## src/rtl/mbx_pkg.sv

```systemverilog
package mbx_pkg;
  parameter int BYTE_W = 8;
  typedef logic [BYTE_W-1:0] byte_t;

  localparam byte_t CODE_NORMAL = byte_t'(8'h01);
  localparam byte_t CODE_END    = byte_t'(8'h03);
  localparam byte_t CODE_CANCEL = byte_t'(8'h22);
  localparam byte_t HEAD_BYTE   = byte_t'(8'h01);
  localparam byte_t TAIL_BYTE   = byte_t'(8'h03);

  localparam int SB_OUTFULL = 0;
  localparam int SB_INFULL  = 1;
  localparam int SB_FRAME   = 2;
  localparam int SB_CMDPORT = 3;
  localparam int SB_CMDRDY  = 4;
  localparam int SB_DATARDY = 5;

  typedef enum logic [1:0] {
    PH_IDLE  = 2'd0,
    PH_SEND  = 2'd1,
    PH_REPLY = 2'd2,
    PH_TAIL  = 2'd3
  } phase_e;
endpackage

```

## src/rtl/mbx_decode.sv

```systemverilog
module mbx_decode
  import mbx_pkg::*;
(
  input  logic  host_cs,
  input  logic  host_wr,
  input  logic  host_rd,
  input  logic  host_addr,
  input  byte_t host_wdata,
  input  byte_t status,
  input  byte_t out_byte,
  output logic  ev_dwr,
  output logic  ev_cwr,
  output logic  ev_drd,
  output logic  ev_cancel,
  output logic  ev_normal,
  output logic  ev_end,
  output byte_t host_rdata
);
  always_comb begin
    ev_dwr    = host_cs && host_wr && !host_addr;
    ev_cwr    = host_cs && host_wr && host_addr;
    ev_drd    = host_cs && host_rd && !host_wr && !host_addr;
    ev_cancel = ev_cwr && (host_wdata == CODE_CANCEL);
    ev_normal = ev_cwr && (host_wdata == CODE_NORMAL);
    ev_end    = ev_cwr && (host_wdata == CODE_END);
    host_rdata = host_addr ? status : out_byte;
  end
endmodule

```

## src/rtl/mbx_inbox.sv

```systemverilog
module mbx_inbox
  import mbx_pkg::*;
(
  input  logic  clk,
  input  logic  rst_n,
  input  logic  flush,
  input  logic  ld_byte,
  input  logic  ld_end,
  input  byte_t wdata,
  input  logic  pop,
  output logic  full,
  output byte_t held,
  output logic  is_end
);
  always_ff @(posedge clk or negedge rst_n) begin
    if (!rst_n) begin
      full   <= 1'b0;
      held   <= '0;
      is_end <= 1'b0;
    end else if (flush) begin
      full   <= 1'b0;
      is_end <= 1'b0;
    end else if (ld_byte || ld_end) begin
      full   <= 1'b1;
      held   <= ld_end ? TAIL_BYTE : wdata;
      is_end <= ld_end;
    end else if (pop) begin
      full   <= 1'b0;
      is_end <= 1'b0;
    end
  end

  // a load never lands on an occupied register
  a_r5_no_overwrite: assert property (@(posedge clk) disable iff (!rst_n)
    (ld_byte || ld_end) |-> !full);

  // an unpopped beat stays put
  a_r5_beat_hold: assert property (@(posedge clk) disable iff (!rst_n)
    (full && !pop && !flush) |=> (full && $stable(held) && $stable(is_end)));
endmodule

```

## src/rtl/mbx_outbox.sv

```systemverilog
module mbx_outbox
  import mbx_pkg::*;
(
  input  logic  clk,
  input  logic  rst_n,
  input  logic  flush,
  input  logic  ld_head,
  input  logic  ld_eng,
  input  logic  ld_tail,
  input  byte_t eng_byte,
  input  logic  take,
  output logic  full,
  output logic  frame,
  output byte_t held
);
  always_ff @(posedge clk or negedge rst_n) begin
    if (!rst_n) begin
      full  <= 1'b0;
      frame <= 1'b0;
      held  <= '0;
    end else if (flush) begin
      full  <= 1'b0;
      frame <= 1'b0;
    end else if (ld_head || ld_tail) begin
      full  <= 1'b1;
      frame <= 1'b1;
      held  <= ld_head ? HEAD_BYTE : TAIL_BYTE;
    end else if (ld_eng) begin
      full  <= 1'b1;
      frame <= 1'b0;
      held  <= eng_byte;
    end else if (take) begin
      full  <= 1'b0;
      frame <= 1'b0;
    end
  end

  // the frame flag only accompanies a pending byte
  a_r7_frame_needs_full: assert property (@(posedge clk) disable iff (!rst_n)
    frame |-> full);

  // the engine never writes over an unread byte
  a_r8_no_overrun: assert property (@(posedge clk) disable iff (!rst_n)
    ld_eng |-> !full);
endmodule

```

## src/rtl/mbx_ctrl.sv

```systemverilog
module mbx_ctrl
  import mbx_pkg::*;
(
  input  logic  clk,
  input  logic  rst_n,
  input  logic  ev_dwr,
  input  logic  ev_cwr,
  input  logic  ev_drd,
  input  logic  ev_cancel,
  input  logic  ev_normal,
  input  logic  ev_end,
  input  logic  in_full,
  input  logic  in_is_end,
  input  logic  rx_ready,
  input  logic  out_full,
  input  logic  out_frame,
  input  logic  tx_valid,
  input  logic  tx_last,
  output logic  flush,
  output logic  ld_byte,
  output logic  ld_end,
  output logic  pop,
  output logic  ld_head,
  output logic  ld_eng,
  output logic  ld_tail,
  output logic  take,
  output logic  tx_ready,
  output byte_t status,
  output logic  eng_abort
);
  phase_e phase;
  logic   tail_due;
  logic   cmd_port;

  always_comb begin
    flush    = ev_cancel;
    pop      = in_full && rx_ready;
    ld_byte  = ev_dwr && (phase == PH_SEND) && !in_full;
    ld_end   = ev_end && (phase == PH_SEND) && !in_full;
    ld_head  = pop && in_is_end && (phase == PH_SEND);
    tx_ready = (phase == PH_REPLY) && !out_full && !tail_due;
    ld_eng   = tx_valid && tx_ready;
    take     = ev_drd && out_full;
    ld_tail  = take && tail_due;
    status   = '0;
    status[SB_OUTFULL] = out_full;
    status[SB_INFULL]  = in_full;
    status[SB_FRAME]   = out_frame;
    status[SB_CMDPORT] = cmd_port;
    status[SB_CMDRDY]  = (phase == PH_IDLE);
    status[SB_DATARDY] = (phase == PH_SEND);
  end

  always_ff @(posedge clk or negedge rst_n) begin
    if (!rst_n) begin
      phase     <= PH_IDLE;
      tail_due  <= 1'b0;
      cmd_port  <= 1'b0;
      eng_abort <= 1'b0;
    end else begin
      eng_abort <= ev_cancel;
      if (ev_dwr || ev_cwr) cmd_port <= ev_cwr;
      if (ev_cancel) begin
        phase    <= PH_IDLE;
        tail_due <= 1'b0;
      end else begin
        unique case (phase)
          PH_IDLE:  if (ev_normal) phase <= PH_SEND;
          PH_SEND:  if (ld_head) phase <= PH_REPLY;
          PH_REPLY: begin
            if (ld_eng && tx_last) tail_due <= 1'b1;
            if (ld_tail) begin
              tail_due <= 1'b0;
              phase    <= PH_TAIL;
            end
          end
          PH_TAIL:  if (take) phase <= PH_IDLE;
          default:  phase <= PH_IDLE;
        endcase
      end
    end
  end

  // cancel empties both registers and returns to command-ready
  a_r10_cancel_clears: assert property (@(posedge clk) disable iff (!rst_n)
    ev_cancel |=> (phase == PH_IDLE && !in_full && !out_full && eng_abort));

  // popping the end marker raises a framed header
  a_r6_head_framed: assert property (@(posedge clk) disable iff (!rst_n)
    (ld_head && !flush) |=> (out_full && out_frame));

  // trailer is framed right after the last byte is taken
  a_r9_tail_framed: assert property (@(posedge clk) disable iff (!rst_n)
    (ld_tail && !flush) |=> (out_full && out_frame && phase == PH_TAIL));

  // no engine byte is accepted while a trailer waits
  a_r8_no_accept_tail: assert property (@(posedge clk) disable iff (!rst_n)
    tail_due |-> !tx_ready);
endmodule

```

## src/rtl/cmd_mailbox.sv

```systemverilog
module cmd_mailbox
  import mbx_pkg::*;
(
  input  logic       clk,
  input  logic       rst_n,
  input  logic       host_cs,
  input  logic       host_wr,
  input  logic       host_rd,
  input  logic       host_addr,
  input  logic [7:0] host_wdata,
  output logic [7:0] host_rdata,
  output logic       rx_valid,
  input  logic       rx_ready,
  output logic [7:0] rx_data,
  output logic       rx_last,
  input  logic       tx_valid,
  output logic       tx_ready,
  input  logic [7:0] tx_data,
  input  logic       tx_last,
  output logic       eng_abort
);
  logic  ev_dwr, ev_cwr, ev_drd, ev_cancel, ev_normal, ev_end;
  logic  flush, ld_byte, ld_end, pop, ld_head, ld_eng, ld_tail, take;
  logic  in_full, in_is_end, out_full, out_frame;
  byte_t in_held, out_held, status;

  mbx_decode u_dec (
    .host_cs(host_cs), .host_wr(host_wr), .host_rd(host_rd),
    .host_addr(host_addr), .host_wdata(host_wdata),
    .status(status), .out_byte(out_held),
    .ev_dwr(ev_dwr), .ev_cwr(ev_cwr), .ev_drd(ev_drd),
    .ev_cancel(ev_cancel), .ev_normal(ev_normal), .ev_end(ev_end),
    .host_rdata(host_rdata)
  );

  mbx_inbox u_in (
    .clk(clk), .rst_n(rst_n), .flush(flush),
    .ld_byte(ld_byte), .ld_end(ld_end), .wdata(host_wdata), .pop(pop),
    .full(in_full), .held(in_held), .is_end(in_is_end)
  );

  mbx_outbox u_out (
    .clk(clk), .rst_n(rst_n), .flush(flush),
    .ld_head(ld_head), .ld_eng(ld_eng), .ld_tail(ld_tail),
    .eng_byte(tx_data), .take(take),
    .full(out_full), .frame(out_frame), .held(out_held)
  );

  mbx_ctrl u_ctl (
    .clk(clk), .rst_n(rst_n),
    .ev_dwr(ev_dwr), .ev_cwr(ev_cwr), .ev_drd(ev_drd),
    .ev_cancel(ev_cancel), .ev_normal(ev_normal), .ev_end(ev_end),
    .in_full(in_full), .in_is_end(in_is_end), .rx_ready(rx_ready),
    .out_full(out_full), .out_frame(out_frame),
    .tx_valid(tx_valid), .tx_last(tx_last),
    .flush(flush), .ld_byte(ld_byte), .ld_end(ld_end), .pop(pop),
    .ld_head(ld_head), .ld_eng(ld_eng), .ld_tail(ld_tail), .take(take),
    .tx_ready(tx_ready), .status(status), .eng_abort(eng_abort)
  );

  assign rx_valid = in_full;
  assign rx_data  = in_held;
  assign rx_last  = in_is_end;

  // nothing offered on either stream straight out of reset
  a_r1_quiet_reset: assert property (@(posedge clk) disable iff (!rst_n)
    $rose(rst_n) |-> (!rx_valid && !tx_ready));

  // the abort pulse lasts one cycle unless cancel repeats
  a_r10_abort_pulse: assert property (@(posedge clk) disable iff (!rst_n)
    (eng_abort && !(host_cs && host_wr && host_addr && host_wdata == 8'h22)) |=> !eng_abort);
endmodule

```

## config.mk

```make
export PLATFORM = sky130hd
export DESIGN_NAME = cmd_mailbox
export DESIGN_NICKNAME = d
export VERILOG_FILES = /design/src/rtl/mbx_pkg.sv /design/src/rtl/mbx_decode.sv /design/src/rtl/mbx_inbox.sv /design/src/rtl/mbx_outbox.sv /design/src/rtl/mbx_ctrl.sv /design/src/rtl/cmd_mailbox.sv
export SDC_FILE = /design/constraint.sdc
export NUM_CORES = 1
export LEC_CHECK = 0
export ABC_CLOCK_PERIOD_IN_PS = 3800
export CAP_MARGIN = 40
export CORE_MARGIN = 10
export CORE_UTILIZATION = 35
export CTS_CLUSTER_DIAMETER = 120
export CTS_CLUSTER_SIZE = 20
export DETAILED_ROUTE_END_ITERATION = 8
export DONT_BUFFER_PORTS = 1
export HOLD_SLACK_MARGIN = 0.02
export PLACE_DENSITY = 0.45
export SYNTH_ARGS = -nofsm -noshare
export SYNTH_HDL_FRONTEND = slang
export SYNTH_SLANG_ARGS = --single-unit
export TNS_END_PERCENT = 100
```

## constraint.sdc

```tcl
create_clock -name clk -period 3.8 [get_ports clk]
set_clock_uncertainty 0.05 [all_clocks]
set_input_delay 0.38 -clock clk [delete_from_list [all_inputs] [get_ports clk]]
set_output_delay 0.38 -clock clk [all_outputs]
set_load 0.01 [all_outputs]
```

## Word-level counts from Yosys, hierarchy flattened

Index checks and enable logic that the tools add are counted.
Widths: inputs -> output; s select.

- Bits in registers: 25
- Input port bits: 25
- Output and inout bits: 20

- Eq/ne operators: 10
- Multiplexer cells: 27
- Bitwise gates (word level): 1
- Reductions and logical operators: 40

Operators with widths:

| cell | number |
|---|---|
| $mux 8 | 4 |
| $logic_and 1x1->1 | 22 |
| $mux 1 | 16 |
| $mux 2 | 6 |
| $ne 3x2->1 const B | 3 |
| $eq 8x1->1 const B | 1 |
| $eq 8x2->1 const B | 1 |
| $eq 8x6->1 const B | 1 |
| $pmux 2 s4 | 1 |
| $reduce_and 2->1 | 3 |
| $reduce_bool 3->1 | 2 |
| $logic_not 1->1 | 5 |
| $eq 2x2->1 const B | 2 |
| $reduce_and 4->1 | 1 |
| $reduce_bool 2->1 | 2 |
| $reduce_bool 4->1 | 1 |
| $logic_or 1x1->1 | 3 |
| $ne 3x1->1 const B | 1 |
| $eq 2x1->1 const B | 1 |
| $logic_not 2->1 | 1 |
| $not 1->1 | 1 |

## Depth between registers and ports, before layout

- Word-level depth: 9
- Gate-level depth with buffers: 7

## Modules after synthesis

A second synthesis with hierarchy kept.

- Cell total of the unflattened synthesis: 172
- Area, all modules: 1,615.3 sq um

By module, submodules not included:

| module | times used | cells each | area each (sq um) | seq. area each (sq um) |
|---|---|---|---|---|
| mbx_inbox | 1 | 53 | 556.8 | 250.2 |
| mbx_outbox | 1 | 54 | 481.7 | 250.2 |
| mbx_ctrl | 1 | 45 | 401.6 | 125.1 |
| mbx_decode | 1 | 20 | 175.2 | 0.0 |

## Least setup slack after synthesis

OpenSTA, ideal clock, no wires.

- Kind: flip-flop to flip-flop
- Start point: register u_ctl.phase[0]
- End point: register u_out.held[0]
- Setup time: 0.134 ns
- Arrival time: 1.702 ns
- Path slack: 1.914 ns
- Cell stages (with the launch flop): 8
- Path buffers: 1
- Path through: dfrtp_1 -> inv_1 -> ha_1 -> nor3b_1 -> and2_1 -> and3_1 -> clkbuf_2 -> a22oi_1

- Longest elaborated chain between the ends: 6
- Elaborated cells on any way between the ends: 10
- Classes of those cells: eq/ne (2); mux (1); reduce/logical (7)

Ends and longest elaborated chain:

| what | line | source |
|---|---|---|
| start: declaration | mbx_ctrl.sv:31 | `phase_e phase;` |
| start signal: assignment | mbx_ctrl.sv:56 | `phase <= PH_IDLE;` |
| start signal: assignment | mbx_ctrl.sv:64 | `phase <= PH_IDLE;` |
| start signal: assignment | mbx_ctrl.sv:68 | `PH_IDLE: if (ev_normal) phase <= PH_SEND;` |
| $eq 2x2->1 | mbx_ctrl.sv:41 | `tx_ready = (phase == PH_REPLY) && !out_full && !tail_due;` |
| $logic_and 1x1->1 (2 in a row) | mbx_ctrl.sv:41 |  |
| named net tx_ready | cmd_mailbox.sv:17 | `output logic tx_ready,` |
| $logic_and 1x1->1 | mbx_ctrl.sv:42 | `ld_eng = tx_valid && tx_ready;` |
| $reduce_bool 2->1 (no source line) | -- |  |
| $reduce_and 2->1 (no source line) | -- |  |
| end signal: assignment | mbx_outbox.sv:27 | `held <= ld_head ? HEAD_BYTE : TAIL_BYTE;` |
| end signal: assignment | mbx_outbox.sv:31 | `held <= eng_byte;` |
| end: declaration | mbx_outbox.sv:14 | `output byte_t held` |

The timed path passes the listed nets, and every way through them passes these cells.
A chain may end at the register's enable or synchronous reset.

## Worst setup path in the final report

Ends and elaborated chain as after synthesis.

==> metrics <==
outcome finished, final reports clean; PwrDens just under 700 nW/um^2; Die Y-Extent ~82 um; commonest cells after routing, fill and taps aside dfrtp_1, mux2_2, inv_1, nand2_1, a22o_1; unique cell type count in the Yosys netlist 37; post-CTS sizing 0; final period utilization between 50 and 60%; largest net degree at the start of global routing 26; slowest CP cell nor3b_1; Port-buffer cells 0; Root Buffer clkbuf_8; sequential share of power 46.9%; critical path type reg2reg; Final setup viols 0; Die W 82.0 um; Worst Hold Class in2reg; die footprint 6720 um^2; total global routing overflow 0; Relative slew margins 59.8%; Setup Buffers After CTS 0; max cap viols 0; family with the most delay on the worst path simple AND/OR/NAND/NOR gates; clk_lat worst skew 0.27 ns; Max FO, Critical Path 7; CP Launch Type register; First DRT Iteration DRCs 63; Sw Pwr 366 uW; H-tree depth 1; Pre-antenna DRT Iters 4; overall routed net length 3290 um; post-route ant nets 0; Leak 0.668 nW; syn avg cell area between 10 and 15 um^2; GP Congestion 0.761; CP arrival roughly 2.3 ns; async set-reset flop share out of synthesis 100%; critical-path cell list inv_1 > ha_1 > nor3b_1 > and2_1 > and3_1 > a22oi_1; vias in the first global route 994; clk buf depth 2; most common cell after layout, fill and taps aside dfrtp_1; sw frac 36.3%; syn_nets 144; Pint roughly 640 uW; slew of the pin with the lowest slew margin ~0.6 ns; TritonCTS Sinks 25; Worst path max stage delay roughly 0.54 ns; fmax 0.455 GHz; I/O pins 45; antenna violations before repair 0; area of the core ~3700 um^2; Vias 909; Fill cells 369; Post-Layout Inst Area between 1000 and 1500 um^2; WP data required around 3.9 ns; placed cell area 1390 um^2; Layout area overhead 8.56%; via/cell ratio between 5 and 6; buffer and inverter count on the worst path 1; EDFF count, synth 0; Layout Nets ~150; drt wl/cell 19.9 um; final hold vios 0; Comb pwr share 37.1%; synth warn 0; first-pass GRT wire length 5300 um; Multi-input gate area 662 um^2; residual DRC count 0; row count 22; DP HPWL approximately 2600 um; total CTS buffers 3; max-slew violation count 0; final setup TNS 0 ns; power share of the clock group 16.1%; n_diodes 0; Primary FF master, synth dfrtp_1; layout cells sized above 1 22.2%; RSZ-0062 raised after global routing false; Initial Util 36.5%; Global Route Usage Sum 10.2%; CTS tree done; sequential area share after synthesis 46.5%; CTS Hold Bufs 2; CTS clk-pin slew, worst paths 0.09 ns; CP Capture Type register; Synth Instances roughly 110; Post-Synthesis Cell Area 1350 um^2; min cycle time layout about 2.2 ns; total area of sequential cells roughly 630 um^2; post-synthesis register bit count 25; IR drop worst, VDD ~0.20 mV
-- kinds of logic (layout without fill, tap and decap cells) --
| family | count (synthesis) | in the layout | share of synthesized area [%] |
|---|---|---|---|
| adder cells (fa/ha/maj) | 5 | 5 | 4.65 |
| multiplexers | 14 | 14 | 11.6 |
| AO/OA/AOI/OAI | 27 | 27 | 16.2 |
| buffers and inverters | 13 | 16 | 4.28 |
| flip-flops | 25 | 25 | 46.5 |
| AND/OR/NAND/NOR | 30 | 30 | 16.7 |
-- power by group through the flow --
stage          Sequential (mW)  Combinational, mW  Clock [mW]
6_report                 0.471              0.373       0.162
5_1_grt                  0.490              0.424       0.177
4_1_cts                  0.476              0.381       0.166
3_5_place_dp             0.480              0.373           0
3_3_place_gp             0.478              0.363           0
2_1_floorplan            0.453              0.313           0
-- sequential cells by signal, summed over array words and instances (netlist names) --
register         count
u_out.frame          1
u_in.full            1
u_ctl.tail_due       1
u_ctl.cmd_port       1
u_ctl.phase          2
u_in.held            8
u_in.is_end          1
u_out.full           1
u_ctl.eng_abort      1
u_out.held           8
-- synth_stat cells (2+ instances only) --
master	number	area share [%]
a21oi_1	3	1.1
a22o_1	6	3.9
a22oi_1	2	1.1
a31oi_1	3	1.4
dfrtp_1	25	47
ha_1	5	4.7
inv_1	10	2.8
mux2_2	13	11
nand2_1	9	2.5
nand3_1	2	0.74
nand4_1	2	0.93
nor2b_1	3	1.4
nor3b_1	2	1.1
o21ai_0	5	1.9
o31a_1	2	1.3
-- stage by stage --
step	setup WS [ns]	std cells	power [mW]	util [%]	hold slack [ns]
2_1_floorplan	1.91	114	0.765	-	0.0344
3_3_place_gp	1.68	159	0.840	37.6	0.0356
3_5_place_dp	1.58	159	0.852	37.6	0.0356
4_1_cts	1.55	165	1.02	39.6	0.197
5_1_grt	1.39	165	1.09	39.6	0.194
6_report	1.60	165	1.01	39.6	0.197
-- final timing paths --
| check | depth (start not counted) | startpoint | endpoint | slack [ns] |
|---|---|---|---|---|
| hold reg to reg | 1 | u_out.held[5] | u_out.held[5] | 0.46 |
| setup reg to reg | 6 | u_ctl.phase[0] | u_out.held[0] | 1.60 |
| min in group asynchronous | 2 | rst_n | u_ctl.phase[1] | 0.48 |
| setup / recovery | 6 | u_ctl.phase[0] | u_out.held[0] | 1.60 |
| max in group asynchronous | 2 | rst_n | u_ctl.tail_due | 3.06 |
| hold / removal | 1 | tx_data[5] | u_out.held[5] | 0.20 |
-- cell type report --
cell class	count	area share (%)
clock buffer	4	3.08
timing repair buffer	2	2.06
inverter	10	2.57
tap	48	4.11
multi-input combinational	76	45.3
sequential	25	42.8
-- routing by layer --
metal	GRT usage, %	part of all wire, %
met5	0	0
met4	2.38	0.52
met3	6.22	13
met2	14.2	44
met1	13.0	42
Power figures use the tool's default switching activity.
